**src/rtl/agu_pkg.sv**
```systemverilog
package agu_pkg;
  typedef enum logic [2:0] {
    OP_INC   = 3'd0,
    OP_DEC   = 3'd1,
    OP_ADDN  = 3'd2,
    OP_ADDP2 = 3'd3,
    OP_SUBSP = 3'd4,
    OP_ADDL  = 3'd5,
    OP_TSTD  = 3'd6,
    OP_RSVD  = 3'd7
  } agu_op_e;

  localparam int unsigned IDX_W  = 3;
  localparam int unsigned NUM_RG = 6;
  localparam logic [IDX_W-1:0] IDX_P2  = 3'd2;
  localparam logic [IDX_W-1:0] IDX_SP  = 3'd4;
  localparam logic [IDX_W-1:0] IDX_OFS = 3'd5;
endpackage

```
**src/rtl/agu_regfile.sv**
```systemverilog
module agu_regfile
  import agu_pkg::*;
#(
  parameter int unsigned DW = 16
) (
  input  logic             clk,
  input  logic             rst_n,
  input  logic             ld_en,
  input  logic [IDX_W-1:0] ld_idx,
  input  logic [DW-1:0]    ld_data,
  input  logic             wb_en,
  input  logic [IDX_W-1:0] wb_idx,
  input  logic [DW-1:0]    wb_data,
  input  logic [IDX_W-1:0] rd_idx,
  output logic [DW-1:0]    rd_data,
  input  logic [IDX_W-1:0] src_idx,
  output logic [DW-1:0]    src_data,
  output logic [DW-1:0]    ofs_data
);
  logic [DW-1:0] rg_q [NUM_RG];

  for (genvar g = 0; g < NUM_RG; g++) begin : g_rg
    logic          we;
    logic [DW-1:0] d;
    always_comb begin
      we = 1'b0;
      d  = rg_q[g];
      if (wb_en && (wb_idx == IDX_W'(g))) begin
        we = 1'b1;
        d  = wb_data;
      end else if (ld_en && (ld_idx == IDX_W'(g))) begin
        we = 1'b1;
        d  = ld_data;
      end
    end
    always_ff @(posedge clk or negedge rst_n) begin
      if (!rst_n)  rg_q[g] <= '0;
      else if (we) rg_q[g] <= d;
    end
  end

  always_comb begin
    rd_data  = '0;
    src_data = '0;
    for (int i = 0; i < NUM_RG; i++) begin
      if (rd_idx == IDX_W'(i))  rd_data  = rg_q[i];
      if (src_idx == IDX_W'(i)) src_data = rg_q[i];
    end
  end

  assign ofs_data = rg_q[IDX_OFS];


  ld_wb_excl_chk: assert property (@(posedge clk) disable iff (!rst_n)
    !(ld_en && wb_en));
endmodule

```
**src/rtl/agu_seq.sv**
```systemverilog
module agu_seq
  import agu_pkg::*;
#(
  parameter int unsigned CYC_SHORT = 2,
  parameter int unsigned CYC_LONG  = 4
) (
  input  logic       clk,
  input  logic       rst_n,
  input  logic       start,
  input  logic [2:0] op,
  output logic       accept,
  output logic       busy,
  output logic       wb_fire,
  output logic       done
);
  localparam int unsigned CW = $clog2(CYC_LONG + 1);

  agu_op_e       op_e;
  logic          busy_q, busy_d;
  logic [CW-1:0] cnt_q, cnt_d;
  logic          done_q;

  assign op_e    = agu_op_e'(op);
  assign accept  = start && !busy_q && (op_e != OP_RSVD);
  assign wb_fire = busy_q && (cnt_q == CW'(1));

  always_comb begin
    busy_d = busy_q;
    cnt_d  = cnt_q;
    if (accept) begin
      busy_d = 1'b1;
      cnt_d  = (op_e == OP_ADDL) ? CW'(CYC_LONG - 1) : CW'(CYC_SHORT - 1);
    end else if (busy_q) begin
      if (wb_fire) busy_d = 1'b0;
      else         cnt_d  = cnt_q - CW'(1);
    end
  end

  always_ff @(posedge clk or negedge rst_n) begin
    if (!rst_n) begin
      busy_q <= 1'b0;
      cnt_q  <= '0;
      done_q <= 1'b0;
    end else begin
      busy_q <= busy_d;
      cnt_q  <= cnt_d;
      done_q <= wb_fire;
    end
  end

  assign busy = busy_q;
  assign done = done_q;


  accept_busy_chk: assert property (@(posedge clk) disable iff (!rst_n)
    accept |=> busy);

  busy_end_done_chk: assert property (@(posedge clk) disable iff (!rst_n)
    $fell(busy) |-> done);

  done_single_chk: assert property (@(posedge clk) disable iff (!rst_n)
    done |=> !done);

  rsvd_reject_chk: assert property (@(posedge clk) disable iff (!rst_n)
    (start && !busy && op_e == OP_RSVD) |=> !busy);
endmodule

```
**src/rtl/agu_alu.sv**
```systemverilog
module agu_alu
  import agu_pkg::*;
#(
  parameter int unsigned DW = 16,
  parameter int unsigned SW = 6
) (
  input  logic [2:0]       op,
  input  logic [1:0]       psel,
  input  logic [DW-1:0]    imm,
  input  logic [DW-1:0]    src,
  input  logic [DW-1:0]    ofs,
  output logic [IDX_W-1:0] dest,
  output logic [DW-1:0]    result,
  output logic             z_new,
  output logic             n_new
);
  agu_op_e       op_e;
  logic [DW-1:0] short_imm;

  assign op_e      = agu_op_e'(op);
  assign short_imm = {{(DW-SW){1'b0}}, imm[SW-1:0]};

  always_comb begin
    case (op_e)
      OP_ADDP2: dest = IDX_P2;
      OP_SUBSP: dest = IDX_SP;
      default:  dest = {1'b0, psel};
    endcase
  end

  always_comb begin
    case (op_e)
      OP_INC:   result = src + DW'(1);
      OP_DEC:   result = src - DW'(1);
      OP_ADDN:  result = src + ofs;
      OP_ADDP2: result = src + short_imm;
      OP_SUBSP: result = src - short_imm;
      OP_ADDL:  result = src + imm;
      OP_TSTD:  result = src - DW'(1);
      default:  result = src;
    endcase
  end

  assign z_new = (src == '0);
  assign n_new = src[DW-1];
endmodule

```
**src/rtl/agu_ptr_unit.sv**
```systemverilog
module agu_ptr_unit
  import agu_pkg::*;
#(
  parameter int unsigned DW        = 16,
  parameter int unsigned SW        = 6,
  parameter int unsigned CYC_SHORT = 2,
  parameter int unsigned CYC_LONG  = 4
) (
  input  logic          clk,
  input  logic          rst_n,
  input  logic          start,
  input  logic [2:0]    op_code,
  input  logic [1:0]    reg_sel,
  input  logic [DW-1:0] imm,
  input  logic          load_en,
  input  logic [2:0]    load_sel,
  input  logic [DW-1:0] load_data,
  input  logic [2:0]    rd_sel,
  output logic [DW-1:0] rd_data,
  output logic          busy,
  output logic          done,
  output logic          flag_z,
  output logic          flag_n
);
  logic rs_meta_q, rs_sync_q;
  always_ff @(posedge clk or negedge rst_n) begin
    if (!rst_n) begin
      rs_meta_q <= 1'b0;
      rs_sync_q <= 1'b0;
    end else begin
      rs_meta_q <= 1'b1;
      rs_sync_q <= rs_meta_q;
    end
  end

  logic          accept, wb_fire, busy_i;
  logic [2:0]    op_q;
  logic [1:0]    psel_q;
  logic [DW-1:0] imm_q;
  logic [IDX_W-1:0] dest;
  logic [DW-1:0] src, ofs, result;
  logic          z_new, n_new;
  logic          fz_q, fn_q, fz_d, fn_d;

  agu_seq #(.CYC_SHORT(CYC_SHORT), .CYC_LONG(CYC_LONG)) u_seq (
    .clk(clk), .rst_n(rs_sync_q), .start(start), .op(op_code),
    .accept(accept), .busy(busy_i), .wb_fire(wb_fire), .done(done)
  );

  always_ff @(posedge clk or negedge rs_sync_q) begin
    if (!rs_sync_q) begin
      op_q   <= 3'd0;
      psel_q <= 2'd0;
      imm_q  <= '0;
    end else if (accept) begin
      op_q   <= op_code;
      psel_q <= reg_sel;
      imm_q  <= imm;
    end
  end

  agu_alu #(.DW(DW), .SW(SW)) u_alu (
    .op(op_q), .psel(psel_q), .imm(imm_q), .src(src), .ofs(ofs),
    .dest(dest), .result(result), .z_new(z_new), .n_new(n_new)
  );

  agu_regfile #(.DW(DW)) u_rf (
    .clk(clk), .rst_n(rs_sync_q),
    .ld_en(load_en && !busy_i), .ld_idx(load_sel), .ld_data(load_data),
    .wb_en(wb_fire), .wb_idx(dest), .wb_data(result),
    .rd_idx(rd_sel), .rd_data(rd_data),
    .src_idx(dest), .src_data(src), .ofs_data(ofs)
  );

  always_comb begin
    fz_d = fz_q;
    fn_d = fn_q;
    if (wb_fire && (agu_op_e'(op_q) == OP_TSTD)) begin
      fz_d = z_new;
      fn_d = n_new;
    end
  end

  always_ff @(posedge clk or negedge rs_sync_q) begin
    if (!rs_sync_q) begin
      fz_q <= 1'b0;
      fn_q <= 1'b0;
    end else begin
      fz_q <= fz_d;
      fn_q <= fn_d;
    end
  end

  assign busy   = busy_i;
  assign flag_z = fz_q;
  assign flag_n = fn_q;


  flags_hold_chk: assert property (@(posedge clk) disable iff (!rs_sync_q)
    !(wb_fire && agu_op_e'(op_q) == OP_TSTD) |=> $stable({flag_z, flag_n}));

  busy_hold_chk: assert property (@(posedge clk) disable iff (!rs_sync_q)
    (busy && !done && !wb_fire) |=> busy);
endmodule

```
**config.mk**
```make
export PLATFORM = sky130hd
export DESIGN_NAME = agu_ptr_unit
export DESIGN_NICKNAME = d
export VERILOG_FILES = /design/src/rtl/agu_pkg.sv /design/src/rtl/agu_regfile.sv /design/src/rtl/agu_seq.sv /design/src/rtl/agu_alu.sv /design/src/rtl/agu_ptr_unit.sv
export SDC_FILE = /design/constraint.sdc
export NUM_CORES = 1
export LEC_CHECK = 0
export ABC_AREA = 1
export CAP_MARGIN = 20
export CORE_ASPECT_RATIO = 2
export CORE_MARGIN = 3
export CORE_UTILIZATION = 40
export CTS_BUF_LIST = sky130_fd_sc_hd__clkbuf_8
export DETAILED_ROUTE_END_ITERATION = 16
export PLACE_DENSITY = 0.66
export SETUP_SLACK_MARGIN = 0.1
export SLEW_MARGIN = 10
export SYNTH_ARGS = -nofsm -noshare
export SYNTH_HDL_FRONTEND = slang
export SYNTH_HIERARCHICAL = 1
export SYNTH_SLANG_ARGS = --single-unit
```
**constraint.sdc**
```tcl
create_clock -name clk -period 7.3 [get_ports clk]
set_clock_uncertainty 0.05 [all_clocks]
set_input_delay 1.46 -clock clk [delete_from_list [all_inputs] [get_ports clk]]
set_output_delay 1.46 -clock clk [all_outputs]
set_load 0.005 [all_outputs]
```
* Word-level counts from Yosys, hierarchy flattened *
Cells that the tools add are included.

cells by class
  $add $sub $neg = 7
  magnitude comparators = 0
  multiply operators = 0
  equality and inequality tests = 25
  shift operators = 0
  div/mod/pow operators = 0
  bitwise operators = 0
  multiplexer cells = 45
  reduce and logical (&&, ||, !) cells = 38

operators with widths
  kind                                                number
  2-to-1 mux 16 bit                                   24
  one-hot mux 16 bit (6 select lines)                 1
  adder 16 bit                                        2
  == test 3 bit, second input constant                10
  == test 3 x 2 -> 1 bit, second input constant       8
  logical AND 1 bit                                   17
  adder 16 x 1 -> 16 bit, second input constant       1
  adder 16 x 6 -> 16 bit                              1
  zero test 16 bit                                    1
  subtractor 16 x 1 -> 16 bit, second input constant  1
  subtractor 16 x 6 -> 16 bit                         1
  == test 3 x 1 -> 1 bit, second input constant       5
  2-to-1 mux 1 bit                                    15
  AND reduction 2 bit                                 7
  nonzero test 2 bit                                  7
  zero test 3 bit                                     4
  2-to-1 mux 3 bit                                    3
  one-hot mux 3 bit (2 select lines)                  1
  != test 3 bit, second input constant                1
  subtractor 3 x 1 -> 3 bit, second input constant    1
  2-to-1 mux 2 bit                                    1
  != test 2 bit, second input constant                1
  OR reduction 2 bit                                  1
  zero test 1 bit                                     1

storage, ports and cells
  output and inout bits = 20
  bits in latches = 0
  word-level logic and storage cells = 131
  bits in registers = 126
  memory bits (read-only) = 0
  bits in writable memories = 0
  input bits = 47
  memories = 0

* Depth between registers and ports, before layout *
Gate-level depths: netlist of the first run.

  depth after elaboration = 12
  mapped depth = 29
  mapped depth without buffers = 28

* By module *
Netlist of the first run, hierarchy kept.

by module, submodules not included
  module        sequential area each (sq um)  cells each  times used  area an instance (sq um)
  agu_regfile   2402.3                        1003        1           6465.0
  agu_alu       0.0                           384         1           2042.0
  agu_ptr_unit  625.6                         105         1           959.7
  agu_seq       125.1                         36          1           284.0

* Worst setup path before layout of the first run *
No wires, ideal clock.

  kind = register to register
  start = reg op_q[1]
  end = reg u_rf/rg_q[76] in the netlist's numbering
  arrival = 3972 ps
  library setup time = 65 ps
  slack = 3213 ps
  data required time = 7185 ps
  cell stages (with the launch flop) = 26
  cell sequence = dfrtp_1 -> inv_2 -> nand2_2 -> nor2_1 -> inv_1 -> nand2_1 -> nor2_1 -> buf_6 -> inv_1 -> nand3_1 -> nor2_1 -> nor2_1 -> nand4_1 -> inv_1 -> ha_1 -> fa_1 -> nand3b_1 -> nand2_1 -> nand4_1 -> nand3_1 -> xnor2_1 -> o21ai_0 -> nand2_1 -> o21ai_0 -> nand2_1 -> nand2_1

on the way
  word-level cells in the longest chain between the ends = 12
  elaborated cells on any way between the ends = 33
  classes of those cells = add/sub: 6; eq/ne: 11; mux: 10; reduce/logical: 6

ends and longest elaborated chain
  element                                                    RTL line                      RTL
  start: declaration                                         agu_ptr_unit.sv:37            logic [2:0] op_q;
  start signal: assignment                                   agu_ptr_unit.sv:56            op_q <= op_code;
  == test 3 bit or == test 3 x 2 -> 1 bit (tied branches)    agu_alu.sv:24                 case (op_e)
  one-hot mux 3 bit (2 select lines) (*)                     agu_alu.sv:24
  net dest[2]                                                agu_ptr_unit.sv:40            logic [IDX_W-1:0] dest;
  zero test 3 bit                                            agu_regfile.sv:47             if (src_idx == IDX_W'(i)) src_data = rg_q[i];
  2-to-1 mux 16 bit (5 in a row)                             agu_regfile.sv:47
  2-to-1 mux 16 bit (*)                                      agu_regfile.sv:47
  net src[0]                                                 agu_ptr_unit.sv:41            logic [DW-1:0] src, ofs, result;
  subtractor 16 x 1 -> 16 bit, or another cell as far along  agu_alu.sv:34, agu_alu.sv:39
  one-hot mux 16 bit (6 select lines) (*)                    agu_alu.sv:32                 case (op_e)
  net result[12]                                             agu_ptr_unit.sv:41
  2-to-1 mux 16 bit (*)                                      agu_regfile.sv:28             if (wb_en && (wb_idx == IDX_W'(g))) begin
  end signal: indexed assignment                             agu_regfile.sv:37             if (!rst_n) rg_q[g] <= '0;
  end signal: indexed assignment                             agu_regfile.sv:38             else if (we) rg_q[g] <= d;
  end: declaration                                           agu_regfile.sv:20             logic [DW-1:0] rg_q [NUM_RG];

Mark *: on every way through the listed nets, which the timed path passes. The rest lies on a longest branch.
A chain may end at the register's enable or synchronous reset.

* Final worst setup path of the first run *
  start = in rd_sel[0]
  end = out rd_data[10]

on the way
  word-level cells in the longest chain between the ends = 7
  elaborated cells on any way between the ends = 12
  classes of those cells = eq/ne: 5; mux: 6; reduce/logical: 1

ends and longest elaborated chain
  element                         RTL line            RTL
  start: declaration              agu_ptr_unit.sv:18  input logic [2:0] rd_sel,
  zero test 3 bit                 agu_regfile.sv:46   if (rd_idx == IDX_W'(i)) rd_data = rg_q[i];
  2-to-1 mux 16 bit (5 in a row)  agu_regfile.sv:46
  2-to-1 mux 16 bit (*)           agu_regfile.sv:46
  end: declaration                agu_ptr_unit.sv:19  output logic [DW-1:0] rd_data,

Mark *: on every way between the ends. The rest lies on a longest branch, timed or not.

==> implementation parameters, run 1 <==
Parameter                              Value

Setup path
  Worst path arrival time    4320 ps
  Required time of the critical path    approximately 5800 ps
  Startpoint Class    input port
  Crit path capture type    output pin
  Startpoint-to-endpoint class of the critical path    in -> out
  Highest fanout seen on the critical path    19

Clocking
  # resized after CTS    0
  Clock tree from TritonCTS    yes
  Num Clock Sinks    ~130
  Number of levels in the clock H-tree    4
  Cell chosen for the clock root    clkbuf_8
  Number of buffers inserted during clock tree synthesis    17
  Clock transition at the register clock pins on the worst setup and hold paths after CTS    about 80 ps
  Maximum buffer depth of the clock tree    2
  Clock latency reported for the late side of the worst-skew pair    slightly below 500 ps
  Buffers inserted during post-CTS setup optimization    0
  Number of hold buffers added after cts    0

Synth
  Main synth FF type    dfrtp_1
  Area of the mapped netlist    0.00975 sq mm
  Number of nets in the synthesized netlist    ~1,600
  Synth unique cells    46
  Number of instances in the synthesized netlist    1,528
  Flops & latches, synth    126
  Average cell area after synthesis    about 6.4 sq um
  Share of synthesized area occupied by flip-flops and latches    between 30 and 40%
  Count of flip-flops with a built-in enable after synthesis    0
  Ys Warns    6
  Asr flop ratio synth    100%

Timing
  Highest attainable clock frequency    172 MHz
  Worst hold slack after final layout    just under 200 ps
  Final Slew Violations    0
  Worst slew margin    between 30% and 40%
  Worst slew pin tran    between 1000 and 1500 ps
  Minimum clock period    slightly below 6000 ps
  Sum Neg Setup Slack    0 ps
  Final setup fails    0
  Hold violation total from the final report    0
  Setup repair after global routing missed its margin    no
  Final worst path period share    between 70 and 80%

Global route
  Via count of the first global-routing pass    around 9,800
  Pin count of the biggest net entering global routing    60
  Aggregate global routing overflow    0
  Global Route Usage Sum    approximately 27%
  Antenna violations before repair    0
  Wire length of the first global-routing pass    around 54,000 microns

Placement
  Count of buffers inserted at the top-level ports    66
  Global placement routability congestion    0.975
  Detailed-placement wirelength estimate    about 27,000 microns
  Number of cells in the design after placement    1,812

Floorplan
  Floorplan row count    80
  Horizontal extent of the die    116 microns
  Num ports    67
  Initial core utilization    just over 40%
  Die footprint    between 0.02 and 0.03 sq mm
  Die extent in y    227 microns
  Placeable Area    approximately 0.024 sq mm

Final layout
  Final Instance Count excl. Fillers    1,845
  Share of layout cells above drive strength 1    7.06%
  Count of antenna diodes in the layout    0
  Filler instances    about 2,500
  NumNets Final    roughly 1,600
  Syn-to-layout area delta    11.6%

Route
  DRC violations left    0
  Post-DRT Antenna Nets    0
  Drt first-iter violations    ~1,000
  WL/cell    about 19 microns
  Avg Vias per Cell    5.65
  Detailed-router iteration count before antenna repair    6
  Overall routed net length    between 30,000 and 40,000 microns
  Vias after detailed routing    roughly 10,000

Flow run
  Max-Cap Viols    0

Worst hold path
  Type of the worst min-delay path    reg -> async

Status
  Status    finished clean
## per-stage QoR
stage               utilization [%]  cell area (sq um)  worst slack (ps)
global placement               43.5              10400              1540
CTS                            45.4              10900              1530
detailed placement             43.5              10400              1530
global route                   45.5              10900              1250
finish                         45.5              10900              1470
floorplan                         -               9750              3210
## worst max-delay path, stage by stage
cell and delay [ps]:
clkdlybuf4s50_1 820, inv_1 390, nand3_1 620, nor2_1 270, nor2_1 80, nand4_1 140
clkdlybuf4s50_1 530
## state kept, by name, indices dropped and copies added, names as in the netlist, 2 cells and up
signal         cells
op_q               3
u_seq/cnt_q        3
imm_q             16
u_rf/rg_q         80
u_rf/ofs_data     16
psel_q             2
## per-layer routing
layer  vias to the layer above  GRT usage [%]  wire length, microns
met4                         0           17.6                  2540
met2                       469           47.0                 17600
met5                         -              0                     0
met3                       143           4.65                  2010
li1                       4973              -                     -
met1                      4837           29.5                 12700
## kinds of logic (layout without fill, tap and decap cells)
family	after synthesis	after routing	share of synthesized area [%]
AO/OA/AOI/OAI	171	171	9.66
XOR/XNOR	11	11	0.988
adder cells (fa/ha/maj)	21	21	2.77
buffers and inverters	243	273	10.8
flip-flops	126	126	32.3
other	1	1	0.0385
AND/OR/NAND/NOR	955	955	43.4
## placed cells by master (no fill, tap or decap), types with 6 or more instances in the layout
cell type | synthesis | routed
ha_1 | 20 | 20
o21ai_1 | 9 | 9
a21oi_1 | 24 | 24
nand2_2 | 8 | 8
nor2_1 | 125 | 125
o21ai_0 | 104 | 104
clkdlybuf4s50_1 | 0 | 66
o211ai_1 | 12 | 12
a31oi_1 | 10 | 10
dfrtp_1 | 126 | 125
xnor2_1 | 6 | 6
inv_2 | 23 | 23
nor2_2 | 8 | 8
nand2_1 | 546 | 546
clkbuf_8 | 0 | 19
nor2_4 | 10 | 10
inv_1 | 141 | 142
nor4_1 | 6 | 6
nand3_1 | 155 | 155
nand4_1 | 72 | 72
buf_4 | 21 | 9
## final cells by class
cell class,count,area (sq um),share of cell area (%)
Timing Repair Buffer,76,743,6.83
Clock inverter,13,194,1.78
Sequential cell,126,3160,29.0
Clock buffer,19,262,2.40
Multi-Input combinational cell,1159,5540,50.9
Tap cell,287,359,3.30
Inverter,165,622,5.72
## synth_stat cells, types with 2 or more instances
cell type  count  area, sq um
nand4_1       72          450
nor4_1         6         37.5
nor2_1       125          469
o21ai_0      104          521
dfrtp_1      126         3150
nor3_1         2         10.0
buf_1          5         18.8
inv_1        141          529
xor2_1         5         43.8
o21ai_1        9         45.0
or2_2          4         25.0
nand3b_1       4         30.0
nor3_4         5         81.3
nand2_1      546         2050
a31oi_1       10         62.6
a21oi_1       24          120
o211ai_1      12         90.1
or2_1          2         12.5
o21bai_1       2         15.0
nand2_2        8         50.1
buf_2         30          150
a21o_1         2         15.0
nor2_4        10          113
nand3_2        4         40.0
nor3_2         3         30.0
ha_1          20          250
nor2_2         8         50.1
buf_4         21          158
clkbuf_1      18         67.6
buf_6          3         33.8
nand3_1      155          776
inv_2         23         86.3
xnor2_1        6         52.6
## worst paths after layout
kind | cells after the start | endpoint | from | slack [ps]
max | 7 | rd_data[10] | rd_sel[0] | 1470
min | 0 | u_rf/ofs_data[10] | rs_sync_q | 190
max reg2reg | 23 | u_rf/rg_q[28] | op_q[1] | 1670
min reg2reg | 0 | u_rf/ofs_data[10] | rs_sync_q | 190
max in group asynchronous | 1 | u_rf/rg_q[44] | rs_sync_q | 5810
min in group clk | 0 | rs_sync_q | rs_meta_q | 300
Power of run 1 is not shown: default switching activity piles up to over one toggle a cycle in this logic, so the estimate is an artifact.
==> run 2, diff against run 1 <==
--- a/config.mk
+++ b/config.mk
@@ -12,7 +12,7 @@
 export CORE_UTILIZATION = 40
 export CTS_BUF_LIST = sky130_fd_sc_hd__clkbuf_8
 export DETAILED_ROUTE_END_ITERATION = 16
-export PLACE_DENSITY = 0.66
+export PLACE_DENSITY = 0.68
 export SETUP_SLACK_MARGIN = 0.1
 export SLEW_MARGIN = 10
 export SYNTH_ARGS = -nofsm -noshare
==> constraint.sdc (replaced) <==
create_clock -name clk -period 5.32 [get_ports clk]
set_clock_uncertainty 0.05 [all_clocks]
set_input_delay 1.064 -clock clk [delete_from_list [all_inputs] [get_ports clk]]
set_output_delay 1.064 -clock clk [all_outputs]
set_load 0.005 [all_outputs]
==> run 2 against run 1 <==
Final area increased by 1.1%. Worst setup slack worse by 790 ps. Non-clock buffer count rose by 14. Critical path depth increased by 17. Flip-flop and latch count stayed put. Wire length up 6.2%. Highest routed layer unchanged. Die area unchanged.
==> implementation parameters, run 2 (synthesized netlist as in run 1, its figures left out) <==
Parameter                              Value

Global route
  Global Route Usage Sum    28.8% (+1.8 points)
  Aggregate global routing overflow    0 (unchanged)
  Via count of the first global-routing pass    10,300 (+5.3%)
  Pin count of the biggest net entering global routing    68 (+13%)
  Wire length of the first global-routing pass    57,200 microns (+5.7%)
  Antenna violations before repair    1 (+1)

Placement
  Global placement routability congestion    1.01 (+3.7%)
  Detailed-placement wirelength estimate    27,400 microns (+2.2%)
  Setup WS pre-CTS    513 ps (-1020 ps)
  Count of buffers inserted at the top-level ports    66 (unchanged)

Final layout
  Share of layout cells above drive strength 1    7.64% (+0.58 points)
  Register bank with the most flops    u_rf/rg_q
  Leading cell type in the layout, fill and taps excluded    nand2_1
  Syn-to-layout area delta    12.9%
  Final core area utilization    46.0% (+0.52 points)
  NumNets Final    1,627 (+0.87%)
  Leading cell types in the layout, fill and taps excluded    nand2_1, nand3_1, inv_1
  Largest register FFs    80 (unchanged)

Setup path
  Worst path arrival time    4940 ps (+620 ps)
  Startpoint Class    register
  Highest fanout seen on the critical path    16 (-3)
  Startpoint-to-endpoint class of the critical path    reg -> reg
  Required time of the critical path    5620 ps (-170 ps)
  Crit path capture type    register
  Cell at the slowest stage of the critical path    o21ai_0
  Crit-path leading delay family    simple AND/OR/NAND/NOR gates
  Critical-path cell list    nand3_1 -> inv_1 -> nor2_1 -> nor2_2 -> nor2_1 -> buf_4 -> nand3_1 -> nand2_1 -> nor2_1 -> nand4_1 -> ha_1 -> inv_1 -> o21ai_0 -> nand4_1 -> nand2_1 -> nand4_1 -> nand2_1 -> nand2_1 -> nand3_1 -> o21ai_0 -> nand2_1 -> o21ai_0 -> nand2_1 -> nand2_1
  Startpoint of the most critical register-to-register path    op_q[0]
  Stages on the worst setup path    24 (+17)
  Critical path launch point    op_q[0]
  Delay of the slowest cell on the worst path    490 ps (-330 ps)
  Register-to-register path setup slack    680 ps (-990 ps)
  End of the worst register-to-register path    u_rf/rg_q[77]
  Number of cells on the worst reg-to-reg path    24 (+4.3%)
  Top cell by count, worst path    nand2_1
  Buffers and inverters on the worst path    3 (unchanged)

Floorplan
  Num ports    67 (unchanged)
  Floorplan row count    80 (unchanged)
  Die extent in y    227 microns (unchanged)
  Die footprint    0.0264 sq mm (unchanged)
  Initial core utilization    40.8% (unchanged)
  Placeable Area    0.0239 sq mm (unchanged)
  Horizontal extent of the die    116 microns (unchanged)

Route
  WL/cell    19.9 microns (+5.4%)
  Overall routed net length    36,900 microns (+6.2%)
  Avg Vias per Cell    5.69 (+0.66%)
  Vias after detailed routing    10,600 (+1.4%)
  DRC violations left    0 (unchanged)
  Detailed-router iteration count before antenna repair    6 (unchanged)
  Drt first-iter violations    1,011 (-1.7%)
  Post-DRT Antenna Nets    0 (unchanged)

Clocking
  Cell chosen for the clock root    clkbuf_8
  Clock tree from TritonCTS    yes
  Number of hold buffers added after cts    0 (unchanged)
  Number of buffers inserted during clock tree synthesis    17 (unchanged)
  Maximum buffer depth of the clock tree    2 (unchanged)
  Num Clock Sinks    126 (unchanged)
  Clock transition at the register clock pins on the worst setup and hold paths after CTS    70 ps (about the same)
  Buffers inserted during post-CTS setup optimization    0 (unchanged)
  Number of levels in the clock H-tree    4 (unchanged)
  # resized after CTS    0 (unchanged)
  Clock latency reported for the late side of the worst-skew pair    480 ps (about the same)

Timing
  Setup repair after global routing missed its margin    no
  Hold violation total from the final report    0 (unchanged)
  Highest attainable clock frequency    around 220 MHz
  Sum Neg Setup Slack    0 ps (unchanged)
  Final worst path period share    between 80 and 90%
  Final Slew Violations    0 (unchanged)
  Worst slew pin tran    1070 ps (+38.9 ps)
  Minimum clock period    between 4000 and 5000 ps
  Post-route worst setup slack    681 ps (-788 ps)
  Final setup fails    0 (unchanged)
  Worst slew margin    28.4% (-2.4 points)

Worst hold path
  Worst min-delay path endpoint    rs_sync_q
  Cell depth of the worst min-delay path    0
  Hold Startpoint    rs_meta_q
  Type of the worst min-delay path    reg -> reg

Status
  Status    finished clean

Flow run
  Max-Cap Viols    0 (unchanged)
run 2: metrics by stage:
step	std cells	instance area (sq um)	hold slack, ps
2_1_floorplan	1528	9750	281
3_5_place_dp	1826	10500	293
4_1_cts	1856	11000	310
3_3_place_gp	1826	10500	289
6_report	1858	11000	306
5_1_grt	1858	11000	315
run 2: cell type report:
class                           count  area, sq um
Multi-Input combinational cell   1159         5550
Clock buffer                       20          275
Clock inverter                     10          195
Tap cell                          287          359
Inverter                          165          622
Sequential cell                   126         3160
Timing Repair Buffer               90          848
Fill cell                        2472        12900
Antenna cell                        1         2.50
run 2: worst register-to-register path: cells and delay by family, from the launching register on:
family | cells | cell delay (ps)
and+or+nand+nor | 17 | 2370
buffers and inverters | 3 | 380
DFF | 1 | 480
AOI/OAI and AO/OA | 3 | 910
adders and majority gates | 1 | 330
run 2: how the worst max path moves through the flow:
stage / to / slack (ps)
2_1_floorplan: u_rf/rg_q[76] / 1230
3_3_place_gp: u_rf/rg_q[75] / 640
3_5_place_dp: u_rf/rg_q[75] / 510
4_1_cts: u_rf/rg_q[75] / 510
5_1_grt: u_rf/rg_q[77] / 260
6_report: u_rf/rg_q[77] / 680
run 2: per-layer routing:
layer	wire, microns	vias up	global-route usage, %
li1	-	5000	-
met1	12800	4813	31.1
met2	18100	564	48.5
met3	2860	188	4.91
met4	3230	0	22.9
met5	0	-	0
Power of run 2 is left out for the same reason.
